<file path="src/rtl/mpu_reg_pkg.sv">
package mpu_reg_pkg;

  localparam int unsigned MAP_W = 11;

  typedef enum logic [1:0] {
    SEL_PTR_LO = 2'b00,
    SEL_PTR_HI = 2'b01,
    SEL_DATA   = 2'b10,
    SEL_RSVD   = 2'b11
  } sel_e;

  typedef enum logic [2:0] {
    TGT_PAL,
    TGT_CMD1,
    TGT_CMD2,
    TGT_GAIN_R,
    TGT_GAIN_G,
    TGT_GAIN_B,
    TGT_NONE
  } tgt_e;

  localparam logic [MAP_W-1:0] ADR_CMD1   = 11'h400;
  localparam logic [MAP_W-1:0] ADR_GAIN_R = 11'h40B;
  localparam logic [MAP_W-1:0] ADR_GAIN_G = 11'h40C;
  localparam logic [MAP_W-1:0] ADR_GAIN_B = 11'h40D;
  localparam logic [MAP_W-1:0] ADR_CMD2   = 11'h410;

  localparam tgt_e GAIN_TGT [3] = '{TGT_GAIN_R, TGT_GAIN_G, TGT_GAIN_B};

  typedef struct packed {
    logic ptr_lo_we;
    logic ptr_hi_we;
    logic ptr_lo_re;
    logic ptr_hi_re;
    logic data_we;
    logic data_re;
  } acc_t;

endpackage

</file>
<file path="src/rtl/mpu_bus_decode.sv">
module mpu_bus_decode
  import mpu_reg_pkg::*;
(
  input  logic       cs_i,
  input  logic       rd_i,
  input  logic [1:0] sel_i,
  output acc_t       acc_o
);
  sel_e sel;
  logic wr, rd;

  assign sel = sel_e'(sel_i);
  assign wr  = cs_i & ~rd_i;
  assign rd  = cs_i & rd_i;

  always_comb begin
    acc_o = '0;
    unique case (sel)
      SEL_PTR_LO: begin acc_o.ptr_lo_we = wr; acc_o.ptr_lo_re = rd; end
      SEL_PTR_HI: begin acc_o.ptr_hi_we = wr; acc_o.ptr_hi_re = rd; end
      SEL_DATA:   begin acc_o.data_we   = wr; acc_o.data_re   = rd; end
      default:    acc_o = '0; // reserved select: no effect
    endcase
  end
endmodule

</file>
<file path="src/rtl/mpu_addr_ptr.sv">
module mpu_addr_ptr #(
  parameter int unsigned PTR_W = 16,
  parameter int unsigned DW    = 8
) (
  input  logic             clk_i,
  input  logic             rst_ni,
  input  logic             lo_we_i,
  input  logic             hi_we_i,
  input  logic [DW-1:0]    wdata_i,
  output logic [PTR_W-1:0] ptr_o
);
  localparam int unsigned HI_W = PTR_W - DW;

  logic [DW-1:0]   lo_q;
  logic [HI_W-1:0] hi_q;

  always_ff @(posedge clk_i or negedge rst_ni) begin
    if (!rst_ni)      lo_q <= '0;
    else if (lo_we_i) lo_q <= wdata_i;
  end

  always_ff @(posedge clk_i or negedge rst_ni) begin
    if (!rst_ni)      hi_q <= '0;
    else if (hi_we_i) hi_q <= wdata_i[HI_W-1:0];
  end

  assign ptr_o = {hi_q, lo_q};
endmodule

</file>
<file path="src/rtl/mpu_addr_map.sv">
module mpu_addr_map
  import mpu_reg_pkg::*;
#(
  parameter int unsigned PAL_AW = 10
) (
  input  logic [MAP_W-1:0] addr_i,
  output tgt_e             tgt_o
);
  logic in_pal;
  assign in_pal = (addr_i >> PAL_AW) == '0;

  always_comb begin
    if (in_pal) tgt_o = TGT_PAL;
    else begin
      unique case (addr_i)
        ADR_CMD1:   tgt_o = TGT_CMD1;
        ADR_CMD2:   tgt_o = TGT_CMD2;
        ADR_GAIN_R: tgt_o = TGT_GAIN_R;
        ADR_GAIN_G: tgt_o = TGT_GAIN_G;
        ADR_GAIN_B: tgt_o = TGT_GAIN_B;
        default:    tgt_o = TGT_NONE;
      endcase
    end
  end
endmodule

</file>
<file path="src/rtl/mpu_ctrl_regs.sv">
module mpu_ctrl_regs
  import mpu_reg_pkg::*;
#(
  parameter int unsigned DW = 8
) (
  input  logic              clk_i,
  input  logic              rst_ni,
  input  logic              we_i,
  input  tgt_e              tgt_i,
  input  logic [DW-1:0]     wdata_i,
  output logic [DW-1:0]     cmd1_o,
  output logic [DW-1:0]     cmd2_o,
  output logic [2:0][DW-1:0] gain_o,
  output logic [DW-1:0]     rdata_o
);
  logic [DW-1:0] cmd1_q, cmd2_q;

  always_ff @(posedge clk_i or negedge rst_ni) begin
    if (!rst_ni)                         cmd1_q <= '0;
    else if (we_i && tgt_i == TGT_CMD1)  cmd1_q <= wdata_i;
  end

  always_ff @(posedge clk_i or negedge rst_ni) begin
    if (!rst_ni)                         cmd2_q <= '0;
    else if (we_i && tgt_i == TGT_CMD2)  cmd2_q <= wdata_i;
  end

  for (genvar g = 0; g < 3; g++) begin : g_gain
    logic [DW-1:0] gain_q;
    always_ff @(posedge clk_i or negedge rst_ni) begin
      if (!rst_ni)                            gain_q <= '0;
      else if (we_i && tgt_i == GAIN_TGT[g])  gain_q <= wdata_i;
    end
    assign gain_o[g] = gain_q;
  end

  always_comb begin
    unique case (tgt_i)
      TGT_CMD1:   rdata_o = cmd1_q;
      TGT_CMD2:   rdata_o = cmd2_q;
      TGT_GAIN_R: rdata_o = gain_o[0];
      TGT_GAIN_G: rdata_o = gain_o[1];
      TGT_GAIN_B: rdata_o = gain_o[2];
      default:    rdata_o = '0;
    endcase
  end

  assign cmd1_o = cmd1_q;
  assign cmd2_o = cmd2_q;
endmodule

</file>
<file path="src/rtl/mpu_reg_port.sv">
module mpu_reg_port
  import mpu_reg_pkg::*;
#(
  parameter int unsigned PTR_W  = 16,
  parameter int unsigned DW     = 8,
  parameter int unsigned PAL_AW = 10
) (
  input  logic              clk_i,
  input  logic              rst_ni,
  input  logic              bus_cs_i,
  input  logic [1:0]        bus_sel_i,
  input  logic              bus_rd_i,
  input  logic [DW-1:0]     bus_wdata_i,
  output logic [DW-1:0]     bus_rdata_o,
  output logic [PAL_AW-1:0] pal_addr_o,
  output logic [DW-1:0]     pal_wdata_o,
  output logic              pal_we_o,
  output logic              pal_re_o,
  input  logic [DW-1:0]     pal_rdata_i,
  output logic              interlace_o,
  output logic              pedestal_o,
  output logic [2:0]        sync_en_o,
  output logic              inv_sync_o,
  output logic              inv_blank_o,
  output logic [DW-1:0]     cmd2_o,
  output logic [DW-1:0]     gain_r_o,
  output logic [DW-1:0]     gain_g_o,
  output logic [DW-1:0]     gain_b_o
);
  acc_t               acc;
  logic [PTR_W-1:0]   ptr_q;
  tgt_e               tgt;
  logic [DW-1:0]      cmd1_q;
  logic [DW-1:0]      reg_rdata;
  logic [2:0][DW-1:0] gain;
  logic               is_pal;

  mpu_bus_decode u_dec (
    .cs_i  (bus_cs_i),
    .rd_i  (bus_rd_i),
    .sel_i (bus_sel_i),
    .acc_o (acc)
  );

  mpu_addr_ptr #(.PTR_W(PTR_W), .DW(DW)) u_ptr (
    .clk_i   (clk_i),
    .rst_ni  (rst_ni),
    .lo_we_i (acc.ptr_lo_we),
    .hi_we_i (acc.ptr_hi_we),
    .wdata_i (bus_wdata_i),
    .ptr_o   (ptr_q)
  );

  mpu_addr_map #(.PAL_AW(PAL_AW)) u_map (
    .addr_i (ptr_q[MAP_W-1:0]),
    .tgt_o  (tgt)
  );

  assign is_pal = (tgt == TGT_PAL);

  mpu_ctrl_regs #(.DW(DW)) u_regs (
    .clk_i   (clk_i),
    .rst_ni  (rst_ni),
    .we_i    (acc.data_we & ~is_pal),
    .tgt_i   (tgt),
    .wdata_i (bus_wdata_i),
    .cmd1_o  (cmd1_q),
    .cmd2_o  (cmd2_o),
    .gain_o  (gain),
    .rdata_o (reg_rdata)
  );

  assign pal_addr_o  = ptr_q[PAL_AW-1:0];
  assign pal_wdata_o = bus_wdata_i;
  assign pal_we_o    = acc.data_we & is_pal;
  assign pal_re_o    = acc.data_re & is_pal;

  always_comb begin
    bus_rdata_o = '0;
    if (acc.ptr_lo_re)      bus_rdata_o = ptr_q[DW-1:0];
    else if (acc.ptr_hi_re) bus_rdata_o = ptr_q[PTR_W-1:DW];
    else if (acc.data_re)   bus_rdata_o = is_pal ? pal_rdata_i : reg_rdata;
  end

  // display command fields; bit 6 is storage only
  assign interlace_o = cmd1_q[7];
  assign pedestal_o  = cmd1_q[5];
  assign sync_en_o   = cmd1_q[4:2];
  assign inv_sync_o  = cmd1_q[1];
  assign inv_blank_o = cmd1_q[0];

  assign gain_r_o = gain[0];
  assign gain_g_o = gain[1];
  assign gain_b_o = gain[2];
endmodule

</file>
<file path="config.mk">
export PLATFORM = sky130hd
export DESIGN_NAME = mpu_reg_port
export DESIGN_NICKNAME = d
export VERILOG_FILES = /design/src/rtl/mpu_reg_pkg.sv /design/src/rtl/mpu_bus_decode.sv /design/src/rtl/mpu_addr_ptr.sv /design/src/rtl/mpu_addr_map.sv /design/src/rtl/mpu_ctrl_regs.sv /design/src/rtl/mpu_reg_port.sv
export SDC_FILE = /design/constraint.sdc
export NUM_CORES = 1
export LEC_CHECK = 0
export BUFFER_PORTS_ARGS = -buffer_cell sky130_fd_sc_hd__buf_2
export CORE_AREA = 2 2 66 116
export CTS_BUF_LIST = sky130_fd_sc_hd__clkbuf_8
export CTS_CLUSTER_SIZE = 14
export DETAILED_ROUTE_END_ITERATION = 6
export DIE_AREA = 0 0 68 118
export PLACE_DENSITY = 0.7
export SYNTH_ARGS = -nofsm -noshare
export SYNTH_HDL_FRONTEND = slang
export SYNTH_SLANG_ARGS = --single-unit
</file>
<file path="constraint.sdc">
create_clock -name clk_i -period 2.1 [get_ports clk_i]
set_input_delay 0 -clock clk_i [delete_from_list [all_inputs] [get_ports clk_i]]
set_output_delay 0 -clock clk_i [all_outputs]
set_load 0.05 [all_outputs]
</file>
==> metrics.md <==
| Metric | Value |
|---|---|
| Main synth FF type | `dfrtp_1` |
| Final worst setup slack | `-0.0361 ns` |
| Commonest non-fill, non-tap cell in the layout | `buf_2` |
| Maximum capacitance violations | `0` |
| Via/cell ratio | `5.67` |
| Post-DP Area | `0.00352 mm2` |
| Inserted Diodes | `0` |
| Buf/Inv on CP | `3` |
| CP max-delay cell | `dfrtp_1` |
| H-tree depth | `2` |
| Cell taking the most area after synthesis | `dfrtp_1` |
| Die height | `118 um` |
| Crit Reg-Reg Endpoint | `u_regs.cmd1_o[7]` |
| Die width | `68 um` |
| Syn Inst Count | `236` |
| Vias in the first global route | `2356` |
| HP Class | `in2reg` |
| Cell mode on critical path | `buf_6` |
| Routed WL per cell | `20.0 um` |
| Crit-path cells | `nor2b_4, buf_6, a32oi_4, a2111oi_4, buf_6, o22ai_2, a21oi_2, buf_6` |
| Synth Area in Adders | `0` |
| Max Fclk | `468 MHz` |
| Post-synthesis cell area | `0.00312 mm2` |
| Core Region | `0.00708 mm2` |
| R2r worst-path depth | `6` |
| Worst Setup SP | `u_ptr.lo_q[3]` |
| NumNets Final | `341` |
| Root Driver | `clkbuf_8` |
| Final Setup Violations | `8` |
| Ratio of cells with drive above 1 in the final layout | `0.675` |
| Startpoint types | `flop` |
| DRC | `0` |
| Final instance area | `0.00389 mm2` |
| Post-synth EDFFs | `0` |
| Drt first-iter violations | `89` |
| #FFs+latches synth | `56` |
| Synth Area in Compound Gates | `0.108` |
| Synth Area in XOR/XNOR | `0` |
| Clk sink count | `56` |
| Skew-Pair Late Insertion Delay | `0.32 ns` |
| R2r setup slk | `0.16 ns` |
| Top-Level Pins | `89` |
| Worst slew margin | `0.515` |
| Peak VDD IR | `371 uV` |
| Die area | `0.00802 mm2` |
| Final hold slack | `0.0327 ns` |
| Crit path required time | `2.10 ns` |
| Initial antenna violation count | `0` |
| Worst R2R Start | `u_ptr.lo_q[5]` |
| CP Max Fanout | `8` |
| Synth area leaders | `dfrtp_1 45%, mux2_2 14%, mux2_4 12%` |
| Pre-antenna DRT Iters | `5` |
| Slew @ Worst Pin | `0.727 ns` |
| Gr usage total | `0.210` |
| Post-synth cell types | `42` |
| Main combinational cell family by area after synthesis | `multiplexers` |
| Stages on the worst setup path | `8` |
| Lkg Pwr | `1.91 nW` |
| Fillers | `638` |
| Gp weighted congestion | `0.841` |
| Syn nets | `258` |
| Sequential fraction of the synthesis area | `0.449` |
| Total grt overflow | `0` |
| Starting Density | `0.441` |
| CP endpoint | `bus_rdata_o[1]` |
| CP Capture Type | `primary output` |
| Detail Placement HPWL | `5.91 mm` |
| Post-synth top area share | `0.449` |
| Hold Vio Cnt, Final | `0` |
| Wirelength, routed | `8.11 mm` |
| Most frequent cells in the layout | `80 x buf_2, 53 x dfrtp_1, 38 x mux2_2, 24 x mux2_4, 14 x buf_4` |
| Total CTS buffers | `5` |
| Clock Skew | `0.00563 ns` |
| WP data arrival | `2.14 ns` |
| Antenna-violating nets left | `0` |
| Post-synthesis mux area share | `0.253` |
| Crit-path leading delay family | `compound AO/OA/AOI/OAI gates` |
| CTS Buffer Depth | `2` |
| Post-synthesis async set-or-reset flop share | `1.00` |
| Status | `finished, violations left` |
| Power Dens Cells | `704 mW/mm2` |
| Final Cycle Share | `1.02` |
| Crit path time final | `2.14 ns` |
| CTS tree | `yes` |
| Failing checks | `setup timing` |
| Worst-path clk slew | `0.10 ns` |
| CP max stage delay | `0.40 ns` |
| Simple-gate area share of the yosys netlist | `0.108` |
| Crit Path Class | `reg2out` |
| Final Max Slew Viols | `0` |
| Port buffer count | `88` |
| Synth warn | `0` |
| HP Start | `bus_wdata_i[1]` |
| Largest net degree at the start of global routing | `57` |
| Syn Area/Cell | `13.2 um2` |
| RSZ-0062 raised after global routing | `yes` |
| Area grow syn2layout | `24.9%` |
| Via count | `2300` |
| Row cnt | `41` |
| First-pass GRT wire length | `12.5 mm` |
==> metrics by stage <==
| stage | util | worst slack, ns | TNS, ns | total power [W] | std cells |
|---|---|---|---|---|---|
| floorplan | - | -0.0448 | -0.0528 | 0.00174 | 236 |
| global placement | 0.497 | 0.180 | 0 | 0.00186 | 388 |
| detailed placement | 0.497 | 0.132 | 0 | 0.00187 | 388 |
| CTS | 0.539 | 0.00269 | 0 | 0.00272 | 406 |
| global route | 0.550 | -0.133 | -0.917 | 0.00283 | 406 |
| finish | 0.550 | -0.0361 | -0.157 | 0.00274 | 406 |
==> worst min path at each step <==
stage / slack (ns) / depth (start not counted) / end
floorplan: -0.30 / 0 / u_ptr.hi_q[0]
global placement: 0.18 / 2 / u_regs.g_gain[0].gain_q[5]
detailed placement: 0.19 / 2 / u_regs.g_gain[0].gain_q[6]
CTS: 0.01 / 3 / u_ptr.lo_q[1]
global route: 0.04 / 3 / u_ptr.lo_q[1]
finish: 0.03 / 3 / u_ptr.lo_q[1]
==> final cells by class <==
cell class / instances / area, um2 / area share
clock buffer: 7 / 96.3 / 0.0247
clock inverter: 1 / 30.0 / 0.00771
inverter: 2 / 7.51 / 0.00193
multi-input combinational: 147 / 1590 / 0.408
sequential: 56 / 1410 / 0.361
tap: 86 / 108 / 0.0276
timing repair buffer: 107 / 659 / 0.169
==> cells in the mapped netlist, types with 2 or more instances <==
cell / n
buf_4: 21
nand2_1: 6
a22o_1: 6
mux2_4: 24
nand2b_1: 8
and3_1: 2
buf_2: 4
nand2_2: 2
and2_4: 2
a21oi_1: 8
o21ai_0: 2
a221oi_1: 10
buf_6: 3
inv_1: 2
nor2_1: 3
dfrtp_1: 56
a22oi_1: 8
o22ai_1: 8
mux2_2: 38
==> state kept, by name, indices dropped and copies added, names as in the netlist <==
register,flops
u_ptr.hi_q,8
u_ptr.lo_q,8
u_regs.cmd1_o,8
u_regs.cmd2_o,8
u_regs.g_gain.gain_q,24
==> report_power, final <==
part	total (W)	switching (W)	internal (W)
sequential	0.00125	0.0000942	0.00115
combinational	0.000703	0.000452	0.000251
clock	0.000792	0.000370	0.000421
==> per-layer routing <==
metal  global-route usage  vias to the layer above  routed length (um)
met1                0.242                     1175                2990
met4                0.103                        0                 264
li1                     -                     1031                   -
met2                0.358                       74                4570
met3               0.0344                       20                 281
met5                    0                        -                   0
==> cells by family after synthesis <==
family / count (synthesis)
mux: 62
flops: 56
compound gates: 44
simple gates: 41
buf+inv: 33
==> repair_timing <==
| item | in CTS | in global routing |
|---|---|---|
| hold buffers | 1 | 0 |
| setup endpoints to repair | 8 | 8 |
| setup buffers | 9 | 0 |
| gates resized for setup | 26 | 15 |
| pin swaps | 5 | 4 |
| hold endpoints to repair | 56 | 0 |
==> worst min-delay path, delay by kind of cell <==
family                 cells  cell delay, ns
buffers and inverters      1            0.16
and+or+nand+nor            1            0.07
AOI/OAI and AO/OA          1            0.08
Power figures use the tool's default switching activity.
